<file path="config.mk">
export PLATFORM = sky130hd
export DESIGN_NAME = uart_lsr_tracker
export DESIGN_NICKNAME = d
export VERILOG_FILES = /design/src/rtl/uart_lsr_pkg.sv /design/src/rtl/uart_lsr_rxq.sv /design/src/rtl/uart_lsr_tx.sv /design/src/rtl/uart_lsr_tracker.sv
export SDC_FILE = /design/constraint.sdc
export NUM_CORES = 1
export LEC_CHECK = 0
export ABC_CLOCK_PERIOD_IN_PS = 9000
export CORE_MARGIN = 3
export CORE_UTILIZATION = 60
export DETAILED_ROUTE_END_ITERATION = 6
export GPL_ROUTABILITY_DRIVEN = 0
export PLACE_DENSITY = 0.9
export SYNTH_ARGS = -nofsm -noshare
export SYNTH_HDL_FRONTEND = slang
export SYNTH_SLANG_ARGS = --single-unit
</file>
<file path="constraint.sdc">
create_clock -name clk -period 9 [get_ports clk]
set_input_delay 1.8 -clock clk [delete_from_list [all_inputs] [get_ports clk]]
set_output_delay 1.8 -clock clk [all_outputs]
set_load 0.05 [all_outputs]
</file>
<file path="src/rtl/uart_lsr_pkg.sv">
package uart_lsr_pkg;
  typedef struct packed {
    logic brk;
    logic fe;
    logic pe;
  } rx_flags_t;
endpackage

</file>
<file path="src/rtl/uart_lsr_rxq.sv">
module uart_lsr_rxq
  import uart_lsr_pkg::*;
#(
  parameter int DEPTH = 16
) (
  input  logic      clk,
  input  logic      rst_n,
  input  logic      fifo_mode,
  input  logic      rx_valid,
  input  logic [7:0] rx_data,
  input  rx_flags_t rx_flags,
  input  logic      rd_buf,
  input  logic      rd_lsr,
  output logic [7:0] head_data,
  output logic      data_ready,
  output logic      overrun,
  output logic      par_err,
  output logic      frm_err,
  output logic      brk_det,
  output logic      fifo_err
);
  localparam int PW = (DEPTH > 1) ? $clog2(DEPTH) : 1;
  localparam int CW = $clog2(DEPTH + 1);

  function automatic logic [PW-1:0] ptr_inc(input logic [PW-1:0] p);
    return (p == PW'(DEPTH - 1)) ? '0 : p + PW'(1);
  endfunction

  logic [7:0] dmem [DEPTH];
  rx_flags_t  fmem [DEPTH];
  logic [PW-1:0] rd_ptr, wr_ptr, waddr;
  logic [CW-1:0] cnt, cnt_n, err_cnt, err_n;
  rx_flags_t sticky_q, sticky_n, head_flags, new_flags;
  logic [7:0] in_data;
  logic oe_q, oe_n;
  logic pop, full_fifo, overwrite, store, append, overrun_evt, head_chg;
  logic in_any, head_any;

  always_comb begin
    pop         = rd_buf && (cnt != '0);
    in_data     = rx_flags.brk ? 8'h00 : rx_data;
    full_fifo   = (cnt == CW'(DEPTH));
    overwrite   = rx_valid && !fifo_mode && (cnt != '0) && !pop;
    store       = rx_valid && (!fifo_mode || !full_fifo || pop);
    append      = store && !overwrite;
    overrun_evt = fifo_mode ? (rx_valid && full_fifo && !pop) : overwrite;
    waddr       = overwrite ? rd_ptr : wr_ptr;
    head_flags  = fmem[rd_ptr];
    in_any      = |rx_flags;
    head_any    = |head_flags;

    head_chg  = 1'b0;
    new_flags = '0;
    if (pop) begin
      head_chg = 1'b1;
      if (cnt > CW'(1)) new_flags = fmem[ptr_inc(rd_ptr)];
      else if (append)  new_flags = rx_flags;
    end else if (append && (cnt == '0)) begin
      head_chg  = 1'b1;
      new_flags = rx_flags;
    end

    sticky_n = rd_lsr ? '0 : sticky_q;
    if (fifo_mode) begin
      if (head_chg) sticky_n = new_flags;
    end else if (store) begin
      sticky_n = sticky_n | rx_flags;
    end

    oe_n  = (rd_lsr ? 1'b0 : oe_q) | overrun_evt;
    cnt_n = cnt + CW'(append) - CW'(pop);
    err_n = err_cnt + CW'(store && in_any) - CW'((pop || overwrite) && head_any);
  end

  always_ff @(posedge clk) begin
    if (store) begin
      dmem[waddr] <= in_data;
      fmem[waddr] <= rx_flags;
    end
  end

  always_ff @(posedge clk) begin
    if (!rst_n) begin
      rd_ptr   <= '0;
      wr_ptr   <= '0;
      cnt      <= '0;
      err_cnt  <= '0;
      sticky_q <= '0;
      oe_q     <= 1'b0;
    end else begin
      if (pop)    rd_ptr <= ptr_inc(rd_ptr);
      if (append) wr_ptr <= ptr_inc(wr_ptr);
      cnt      <= cnt_n;
      err_cnt  <= err_n;
      sticky_q <= sticky_n;
      oe_q     <= oe_n;
    end
  end

  assign head_data  = (cnt != '0) ? dmem[rd_ptr] : 8'h00;
  assign data_ready = (cnt != '0);
  assign overrun    = oe_q;
  assign par_err    = sticky_q.pe;
  assign frm_err    = sticky_q.fe;
  assign brk_det    = sticky_q.brk;
  assign fifo_err   = fifo_mode && (err_cnt != '0);

  assert_cnt_bound_R4: assert property (@(posedge clk) disable iff (!rst_n)
    cnt <= CW'(DEPTH));

  assert_full_drop_R4: assert property (@(posedge clk) disable iff (!rst_n)
    (fifo_mode && rx_valid && (cnt == CW'(DEPTH)) && !rd_buf)
      |=> ((cnt == CW'(DEPTH)) && overrun));

  assert_status_clear_R5: assert property (@(posedge clk) disable iff (!rst_n)
    (rd_lsr && !rx_valid && !rd_buf) |=> (!overrun && !par_err && !frm_err && !brk_det));

  assert_ready_hold_R2: assert property (@(posedge clk) disable iff (!rst_n)
    (fifo_mode && rd_buf && (cnt > CW'(1))) |=> data_ready);

  assert_err_bound_R10: assert property (@(posedge clk) disable iff (!rst_n)
    err_cnt <= cnt);
endmodule

</file>
<file path="src/rtl/uart_lsr_tx.sv">
module uart_lsr_tx #(
  parameter int DEPTH = 16
) (
  input  logic clk,
  input  logic rst_n,
  input  logic fifo_mode,
  input  logic wr,
  input  logic to_shift,
  input  logic shift_idle,
  input  logic ier_en,
  input  logic rd_iir_thre,
  output logic thre,
  output logic temt,
  output logic thre_irq
);
  localparam int CW = $clog2(DEPTH + 1);

  logic [CW-1:0] cnt, cnt_n, limit;
  logic accept, take, rise, en_q, en_rise, pend_q, pend_n;

  always_comb begin
    limit   = fifo_mode ? CW'(DEPTH) : CW'(1);
    accept  = wr && (cnt < limit);
    take    = to_shift && (cnt != '0);
    cnt_n   = cnt + CW'(accept) - CW'(take);
    rise    = (cnt != '0) && (cnt_n == '0);
    en_rise = ier_en && !en_q;
    pend_n  = pend_q;
    if (rd_iir_thre || wr) pend_n = 1'b0;
    if (rise || (en_rise && cnt == '0)) pend_n = 1'b1;
  end

  always_ff @(posedge clk) begin
    if (!rst_n) begin
      cnt    <= '0;
      en_q   <= 1'b0;
      pend_q <= 1'b0;
    end else begin
      cnt    <= cnt_n;
      en_q   <= ier_en;
      pend_q <= pend_n;
    end
  end

  assign thre     = (cnt == '0);
  assign temt     = thre && shift_idle;
  assign thre_irq = ier_en && pend_q && thre;

  assert_hold_stable_R8: assert property (@(posedge clk) disable iff (!rst_n)
    (!wr && !to_shift) |=> $stable(cnt));

  assert_irq_clear_R12: assert property (@(posedge clk) disable iff (!rst_n)
    (rd_iir_thre && !to_shift && !en_rise) |=> !thre_irq);

  assert_load_clears_R8: assert property (@(posedge clk) disable iff (!rst_n)
    (wr && !to_shift) |=> !thre);
endmodule

</file>
<file path="src/rtl/uart_lsr_tracker.sv">
module uart_lsr_tracker
  import uart_lsr_pkg::*;
#(
  parameter int RX_DEPTH = 16,
  parameter int TX_DEPTH = 16
) (
  input  logic       clk,
  input  logic       rst_n,
  input  logic       fifo_mode,
  input  logic       ier_rls_en,
  input  logic       ier_thre_en,
  input  logic       rx_valid,
  input  logic [7:0] rx_data,
  input  logic       rx_par_err,
  input  logic       rx_frm_err,
  input  logic       rx_break,
  input  logic       host_rd_buf,
  input  logic       host_rd_lsr,
  input  logic       host_rd_iir_thre,
  input  logic       tx_load,
  input  logic       tx_to_shift,
  input  logic       tx_shift_idle,
  output logic [7:0] lsr,
  output logic [7:0] rx_head_data,
  output logic       rls_irq,
  output logic       thre_irq
);
  rx_flags_t in_flags;
  logic dr, oe, pe, fe, bi, ferr, thre, temt;

  assign in_flags = '{brk: rx_break, fe: rx_frm_err, pe: rx_par_err};

  uart_lsr_rxq #(.DEPTH(RX_DEPTH)) u_rxq (
    .clk(clk), .rst_n(rst_n), .fifo_mode(fifo_mode),
    .rx_valid(rx_valid), .rx_data(rx_data), .rx_flags(in_flags),
    .rd_buf(host_rd_buf), .rd_lsr(host_rd_lsr),
    .head_data(rx_head_data), .data_ready(dr), .overrun(oe),
    .par_err(pe), .frm_err(fe), .brk_det(bi), .fifo_err(ferr)
  );

  uart_lsr_tx #(.DEPTH(TX_DEPTH)) u_tx (
    .clk(clk), .rst_n(rst_n), .fifo_mode(fifo_mode),
    .wr(tx_load), .to_shift(tx_to_shift), .shift_idle(tx_shift_idle),
    .ier_en(ier_thre_en), .rd_iir_thre(host_rd_iir_thre),
    .thre(thre), .temt(temt), .thre_irq(thre_irq)
  );

  assign lsr     = {ferr, temt, thre, bi, fe, pe, oe, dr};
  assign rls_irq = ier_rls_en && (oe || pe || fe || bi);

  assert_ferr_mode_R10: assert property (@(posedge clk) disable iff (!rst_n)
    !fifo_mode |-> !lsr[7]);
endmodule

</file>
== Word-level counts from Yosys, hierarchy flattened ==
Memories as Yosys holds them, arrays and structs flattened. A register that Yosys moved wholly into a read port is not among the register bits.
Index checks and enable logic that the tools add are counted.

* Reductions and logical operators: 43
* Div/mod/pow operators: 0
* Multiply operators: 0
* Shift operators: 0
* $add $sub $neg: 8
* Multiplexer cells: 26
* $lt $le $gt $ge: 2
* Bitwise operators: 2
* Eq/ne operators: 3

{| class="wikitable"
|+ Operator list
! operator !! count
|-
| 2-to-1 mux 4 bit || 7
|-
| 2-to-1 mux 3 bit || 8
|-
| logical AND 1 bit || 21
|-
| 2-to-1 mux 8 bit || 2
|-
| adder 5 x 1 -> 5 bit || 3
|-
| zero test 5 bit || 3
|-
| nonzero test 5 bit || 3
|-
| subtractor 5 x 1 -> 5 bit || 3
|-
| adder 4 x 1 -> 4 bit, second input constant || 2
|-
| equality test 4 bit, second input constant || 2
|-
| logical OR 1 bit || 8
|-
| 2-to-1 mux 1 bit || 8
|-
| OR reduction 3 bit || 2
|-
| equality test 5 bit, second input constant || 1
|-
| > comparator 5 x 1 -> 1 bit, second input constant || 1
|-
| zero test 1 bit || 5
|-
| < comparator 5 bit || 1
|-
| 2-to-1 mux 5 bit || 1
|-
| bitwise OR 3 bit || 1
|-
| nonzero test 2 bit || 1
|-
| bitwise OR 1 bit || 1
|}

* Latch bits: 0
* Memory bits (writable): 176
* Memory bits (read-only): 0
* Bits in registers: 29
* Memories: 2
* Bits of input ports: 23

{| class="wikitable"
|+ Memory list
! name !! words !! bits a word !! rd ports !! clocked after memory_dff !! write ports !! RTL line !! RTL
|-
| u_rxq.dmem || 16 || 8 || 1 || 1 || 1 || uart_lsr_rxq.sv:29 || <nowiki>logic [7:0] dmem [DEPTH];</nowiki>
|-
| u_rxq.fmem || 16 || 3 || 2 || 1 || 1 || uart_lsr_rxq.sv:30 || <nowiki>rx_flags_t fmem [DEPTH];</nowiki>
|}

== Depth between registers and ports, before layout ==
Gate-level depths: netlist (run 1).

* Word-level depth: 11
* Depth in mapped cells: 16
* Depth with buffers taken out: 15

== Cells and area by module ==
Synthesis (run 1) repeated with hierarchy kept, for this count alone.

* Cells, all modules: 616
* Area, all modules: 9396.5 µm²

{| class="wikitable"
|+ By module, submodules not included
! module !! area each (µm²) !! instances !! cells each
|-
| uart_lsr_rxq || 8811.0 || 1 || 553
|-
| uart_lsr_tx || 514.2 || 1 || 54
|-
| uart_lsr_tracker || 71.3 || 1 || 9
|}

== Worst setup path before layout (run 1) ==
No wires, ideal clock.

* Path type: input port to output port
* Start: input port fifo_mode
* End: output port lsr[7]
* Cell stages on the path: 4
* Arrival: 2411 ps
* Slack: 4789 ps
* Buffers on the path: 2
* Data required time: 7200 ps
* Cell sequence: clkbuf_2 inv_1 a31oi_1 buf_4

* Word-level cells in the longest chain between the ends: 1

{| class="wikitable"
|+ RTL lines
! item !! RTL line !! RTL
|-
| from (decl) || uart_lsr_tracker.sv:9 || <nowiki>input logic fifo_mode,</nowiki>
|-
| logical AND 1 bit || uart_lsr_rxq.sv:106 || <nowiki>assign fifo_err = fifo_mode && (err_cnt != '0);</nowiki>
|-
| to (decl) || uart_lsr_tracker.sv:23 || <nowiki>output logic [7:0] lsr,</nowiki>
|}

Every way passes these cells.

== Worst setup path in the final report (run 1) ==
Ends and elaborated chain as after synthesis.

==> metrics.md, run 1 <==
| Metric | Value |
|---|---|
| Crit path max fanout | 7 |
| Crit. End Element | output port |
| Relative slew slack | around 8.5% |
| Die X | 130 um |
| Synth Register Bits | between 200 and 250 |
| Main area contributors after synthesis | edfxtp_1, mux4_2, dfxtp_1, ha_1, mux4_1 |
| Most common cell after layout, fill and taps aside | edfxtp_1 |
| Proportion of layout cells with a drive suffix above 1 | between 10 and 15% |
| Drt pass-1 iters | 5 |
| Peak Freq | 183 MHz |
| Via count | ~5,600 |
| Setup Fix Bufs, Post-CTS | 0 |
| Slowest cell on crit path | clkdlybuf4s50_1 |
| Cells after Synth | 586 |
| Hold bufs inserted after CTS | 0 |
| HPWL after DPL | roughly 13,000 um |
| Post-route cell area | between 10,000 and 15,000 um2 |
| Final period util | 60.6% |
| CP Cell Sequence | clkdlybuf4s50_1 -> inv_1 -> a31oi_1 -> clkdlybuf4s50_1 |
| Register area | slightly below 6000 um2 |
| VDD IR max | between 100 and 150 uV |
| Final setup margin | ~3.5 ns |
| Final Max Slew Viols | 0 |
| Share of the yosys chip area belonging to registers | around 64% |
| Fill cells | around 850 |
| Crit. Startpoint | fifo_mode |
| Antenna-violating nets left | 0 |
| Antenna violations before repair | 0 |
| First-pass GRT wire length | between 30,000 and 40,000 um |
| Input/output buffers | 40 |
| DRT Wirelength | 21,200 um |
| Status | finished clean |
| Ys async rst share | 0% |
| CORE AREA | 14,800 um2 |
| CTS Buffer Depth | 3 |
| DRC Markers | 0 |
| Library cells used by synthesis | 50 |
| Syn nets | ~640 |
| Sink Count | between 200 and 250 |
| GRT Util Overall | approximately a quarter |
| Fin nets | 680 |
| Clk root buf | clkbuf_16 |
| Die H | about 130 um |
| Ant. Diodes | 0 |
| Worst-path clk slew | ~0.060 ns |
| Die area | ~17,000 um2 |
| Synth Flop Type | edfxtp_1 |
| Worst Skew | approximately 0.0075 ns |
| Arrival @ worst endpoint | between 3 and 4 ns |
| Placed cells | between 700 and 800 |
| Most used cell, CP | clkdlybuf4s50_1 |
| Classification of the worst-slack hold path | reg -> reg |
| Syn. warnings | 0 |
| RSZ-0062 raised after global routing | no |
| Endpoints failing setup | 0 |
| Worst path max stage delay | roughly 0.8 ns |
| Dpl cell area | 9750 um2 |
| Area growth syn-to-layout | 13.2% |
| Post-Layout Cell Count | slightly above 800 |
| Worst path bufs/invs | 3 |
| Fin util | 70.7% |
| Global route overflow | 0 |
| WL per Instance | between 20 and 30 um |
| Largest net degree at the start of global routing | around 50 |
| Dpl ws | about 3.6 ns |
| Cell Area, Synth | 9220 um2 |
| Crit Path Class | in -> out |
| FP Rows | 44 |
| Vias in the first global route | about 5,800 |
| First-iteration detailed-routing DRC count | 738 |
| Critical path depth | 4 |
| Most frequent cells in the layout | edfxtp_1, mux4_2, nor2_1, clkdlybuf4s50_1, inv_1 |
| FF-to-FF path depth | 15 |
| Clock Latency Late Sink | 0.49 ns |
| Hold Vio Cnt, Final | 0 |
| I/O pin total | 41 |
| R2r setup slk | 4.96 ns |
| CTS Buf Count | 22 |
| Min Tclk post-route | between 5 and 6 ns |
| Pwr/cell area | between 200 and 300 nW/um2 |
| Maxcap violations | 0 |
| Multi-input gate area | ~3000 um2 |
| Synthesized area per cell | between 15 and 20 um2 |
| Post-synth EDFFs | roughly 180 |
| Req. time, crit path | between 7 and 8 ns |
| Top cell type's share of synthesized area | 57.3% |
| Starting density of the core | between 60% and 70% |
| Worst-margin pin slew | roughly 1.4 ns |
| Htree depth | 1 |
| Family with the most delay on the worst path | buffers and inverters |
| CP Capture Point | lsr[7] |
| CTS resizes | 0 |
| CTS tree | done |
| Reg2Reg Capture Point | u_rxq.err_cnt[4]$_SDFF_PN0_ |
| Setup TNS | 0 ns |
| Synth area leader | edfxtp_1 |
| LEAKAGE | between 3 and 4 nW |
| Vias/cell | around 6.8 |
| Setup crit start kind | input port |
tightest hold or removal path, cell delays in order, from the launching register on:
cell	delay, ns
dfxtp_1	0.33
a21oi_1	0.07
a21oi_1	0.13
cell type report:
cell class              count  share of cell area [%]
clock buffers              34                    6.30
clock inverters             5                   0.228
inverters                  36                    1.30
multi-input cells         311                    28.5
flip-flops and latches    209                    57.0
well taps                 184                    2.21
repair buffers             48                    4.41
synthesized netlist by cell type (all sizes together), types with 10 or more instances:
cell type  instances
clkbuf            13
nand2             18
mux4              53
nor3              11
ha                26
nor2              44
a21oi             33
nor2b             12
inv               36
buf               17
a31oi             10
and2              15
edfxtp           176
dfxtp             33
through the flow:
stage,power [mW],hold WS [ns]
CTS,2.93,0.556
detailed placement,2.09,0.540
global route,3.05,0.613
global placement,2.03,0.516
floorplan,1.86,0.495
finish,2.94,0.566
sequential cells by signal (all words and copies together) (netlist names), named ones only:
| signal | count |
|---|---|
| u_rxq.dmem | 128 |
| u_rxq.fmem | 48 |
| u_rxq.cnt | 5 |
| u_rxq.err_cnt | 5 |
| u_tx.cnt | 5 |
| u_rxq.rd_ptr | 4 |
| u_rxq.wr_ptr | 4 |
| u_rxq.brk_det | 1 |
| u_rxq.frm_err | 1 |
| u_rxq.overrun | 1 |
| u_rxq.par_err | 1 |
| u_tx.en_q | 1 |
| u_tx.pend_q | 1 |
cell families after synthesis:
logic type               synth area share, %
flip-flops                              64.5
AND/OR/NAND/NOR                         7.91
AO/OA/AOI/OAI                           5.59
buffers and inverters                   3.20
multiplexers                            13.7
adder cells (fa/ha/maj)                 4.18
XOR/XNOR                               0.950
worst min path at each step:
stage | cells past startpoint | end | slack (ns) | start
final | 2 | u_tx.pend_q$_SDFFE_PN0P_ | 0.57 | u_tx.pend_q$_SDFFE_PN0P_
after global routing | 2 | u_rxq.wr_ptr[3]$_SDFFE_PN0N_ | 0.61 | u_rxq.wr_ptr[3]$_SDFFE_PN0N_
after CTS | 2 | u_tx.pend_q$_SDFFE_PN0P_ | 0.56 | u_tx.pend_q$_SDFFE_PN0P_
after detailed placement | 2 | u_rxq.wr_ptr[3]$_SDFFE_PN0N_ | 0.54 | u_rxq.wr_ptr[3]$_SDFFE_PN0N_
after global placement | 2 | u_tx.pend_q$_SDFFE_PN0P_ | 0.52 | u_tx.pend_q$_SDFFE_PN0P_
after floorplan | 2 | u_rxq.wr_ptr[3]$_SDFFE_PN0N_ | 0.49 | u_rxq.wr_ptr[3]$_SDFFE_PN0N_
report_power, final:
group	switching, mW	internal [mW]
registers	0.0647	1.11
clock network	0.352	0.500
logic	0.519	0.395
total	0.936	2.00
layer usage:
layer	vias to the layer above	GRT usage, %	share of wire (%)
met3	90	3.40	9.8
met1	2723	33.5	36
met2	426	43.6	50
met4	0	10.3	4.4
met5	-	0	0
li1	2348	-	-
Power figures use the tool's default switching activity.
==> run 2: changes to the inputs <==
ABC_CLOCK_PERIOD_IN_PS = 5200   (was 9000)
clock period = 5.2 ns   (was 9 ns; I/O delays follow)
==> metrics.md, run 2 (same netlist as run 1, synthesis figures left out) <==
| Metric | Value |
|---|---|
| Status | finished with violations |
| Violated checks | capacitance limit, slew limit |
| Worst-path clk slew | 0.06 ns (about the same) |
| Setup crit start kind | register |
| Dpl cell area | 9830 um2 (+0.77%) |
| CTS tree | done |
| CP Capture Point | rx_head_data[3] |
| FP Rows | 44 (unchanged) |
| Worst path bufs/invs | 2 (-1) |
| DRT Wirelength | 22,800 um (+7.4%) |
| CTS Buf Count | 22 (unchanged) |
| Crit path max fanout | 22 (+15) |
| Classification of the worst-slack hold path | reg -> reg |
| Proportion of layout cells with a drive suffix above 1 | 16.5% (+1.9 points) |
| Hold bufs inserted after CTS | 0 (unchanged) |
| Most used cell, CP | mux4_2 |
| Drt pass-1 iters | 6 (+1) |
| Die X | 130 um (unchanged) |
| Via count | 5,655 (+1.2%) |
| Setup TNS | 0 ns (unchanged) |
| Relative slew slack | -0.613% (-9.1 points) |
| Largest registers | u_rxq.dmem: 128 flops, u_rxq.fmem: 48 flops |
| Final Max Slew Viols | 17 (+17) |
| Fin util | 71.7% (+0.98 points) |
| RSZ-0062 raised after global routing | no |
| Input/output buffers | 40 (unchanged) |
| Min Tclk post-route | around 4.6 ns |
| Sink Count | 209 (unchanged) |
| Ant. Diodes | 0 (unchanged) |
| Area growth syn-to-layout | 14.7% |
| HPWL after DPL | 13,400 um (+1.7%) |
| Placed cells | 798 (+1.3%) |
| First-iteration detailed-routing DRC count | 852 (+15%) |
| Most frequent cells in the layout | edfxtp_1, mux4_2, nor2_1, clkdlybuf4s50_1, inv_1 |
| CTS Buffer Depth | 3 (unchanged) |
| Antenna violations before repair | 0 (unchanged) |
| Req. time, crit path | 4.16 ns (-3.04 ns) |
| DRC Markers | 0 (unchanged) |
| Die area | 16,900 um2 (unchanged) |
| Peak Freq | between 200 and 250 MHz |
| Crit. End Element | output port |
| CTS resizes | 0 (unchanged) |
| Maxcap violations | 1 (+1) |
| Post-route cell area | 10,600 um2 (+1.4%) |
| Slowest cell on crit path | dfxtp_2 |
| Largest net degree at the start of global routing | 49 (unchanged) |
| Final period util | 88.6% |
| Clock Latency Late Sink | 0.52 ns (+0.03 ns) |
| Antenna-violating nets left | 0 (unchanged) |
| Global route overflow | 0 (unchanged) |
| Post-Layout Cell Count | 838 (+1.3%) |
| I/O pin total | 41 (unchanged) |
| Vias/cell | 6.75 (-0.11%) |
| Fin nets | 690 (+1.5%) |
| Clk root buf | clkbuf_16 |
| VDD IR max | 410 uV (+190%) |
| Worst-margin pin slew | 1.51 ns (+0.139 ns) |
| Die H | 130 um (unchanged) |
| Endpoints failing setup | 0 (unchanged) |
| Arrival @ worst endpoint | 3.57 ns (-0.08 ns) |
| First-pass GRT wire length | 34,400 um (+5.8%) |
| Htree depth | 1 (unchanged) |
| CP Cell Sequence | buf_4 -> mux4_2 -> mux4_2 -> and2_1 -> clkdlybuf4s50_1 |
| Family with the most delay on the worst path | multiplexers |
| Final hold slack | 0.556 ns (-0.0106 ns) |
| Critical path depth | 5 (+1) |
| Reg2Reg Capture Point | u_rxq.err_cnt[4]$_SDFF_PN0_ |
| GRT Util Overall | 27.8% (+2.3 points) |
| FF-to-FF path depth | 15 (unchanged) |
| Most common cell after layout, fill and taps aside | edfxtp_1 |
| Pwr/cell area | 493 nW/um2 (+75%) |
| Worst path max stage delay | 0.76 ns (-0.06 ns) |
| Hold Vio Cnt, Final | 0 (unchanged) |
| R2r setup slk | 1.15 ns (-3.81 ns) |
| Most flop-heavy register | u_rxq.dmem |
| Vias in the first global route | 5,830 (+1.4%) |
| Setup Fix Bufs, Post-CTS | 0 (unchanged) |
| Starting density of the core | 62.5% (unchanged) |
| Max reg flops | 128 (unchanged) |
| Worst Skew | 0.0213 ns (+0.0138 ns) |
| WL per Instance | 27.2 um (+6.0%) |
| CORE AREA | 14,800 um2 (unchanged) |
| Crit Path Class | reg -> out |
| LEAKAGE | 3.59 nW (+2.1%) |
## run 2: cell types whose count changed in the layout (fill, tap and decap cells not counted)
cell / delta
clkinvlp_4: +2
clkbuf_1: -3
buf_4: +10
bufinv_16: +3
clkbuf_16: -1
clkbuf_8: -3
clkinv_2: -2
clkinv_8: +1
clkinv_4: +4
## run 2: where the power goes
part	leakage (nW)	total [mW]	switching, mW	internal [mW]
Clock	0.358	1.62	0.662	0.953
Combinational	1.35	1.55	0.862	0.691
Sequential	1.88	2.05	0.133	1.92
## run 2: area by class of cell
type                       count  area [um2]
sequential                   209        5950
fill                         879        4180
multi-input combinational    311        2980
clock buffer                  27         579
timing repair buffer          58         536
tap                          184         230
clock inverter                13         170
inverter                      36         135
## run 2: layer usage
metal | wire (um) | global-route usage (%)
met5 | 0 | 0
met4 | 1050 | 10.7
met3 | 2220 | 6.34
met2 | 11500 | 47.6
met1 | 7980 | 34.8
## run 2: stage by stage
| step | power, mW | worst slack [ns] |
|---|---|---|
| after global placement | 3.52 | 1.14 |
| final | 5.22 | 0.595 |
| after detailed placement | 3.61 | 1.03 |
| after CTS | 5.23 | 0.556 |
| after global routing | 5.44 | 0.452 |
| after floorplan | 3.22 | 2.06 |
## run 2: worst min-delay path by stage
stage	from	to	cells past startpoint
floorplan	u_rxq.wr_ptr[3]$_SDFFE_PN0N_	u_rxq.wr_ptr[3]$_SDFFE_PN0N_	2
finish	u_tx.pend_q$_SDFFE_PN0P_	u_tx.pend_q$_SDFFE_PN0P_	2
CTS	u_rxq.wr_ptr[3]$_SDFFE_PN0N_	u_rxq.wr_ptr[3]$_SDFFE_PN0N_	2
global route	u_tx.pend_q$_SDFFE_PN0P_	u_tx.pend_q$_SDFFE_PN0P_	2
detailed placement	u_rxq.wr_ptr[3]$_SDFFE_PN0N_	u_rxq.wr_ptr[3]$_SDFFE_PN0N_	2
global placement	u_tx.pend_q$_SDFFE_PN0P_	u_tx.pend_q$_SDFFE_PN0P_	2
## run 2: worst reg2reg max path, stage by stage, from the launching register on
cell and delay, ns:
dfxtp_2 1.11, nor4_1 0.23, a211oi_1 0.28, a21oi_1 0.12, mux4_2 0.53, nor3_1 0.21, ha_1 0.26, inv_1 0.06
ha_1 0.16, inv_1 0.06, fa_1 0.43, inv_1 0.08, a21oi_1 0.06, nor2_1 0.12, or3_1 0.13, a21oi_1 0.05
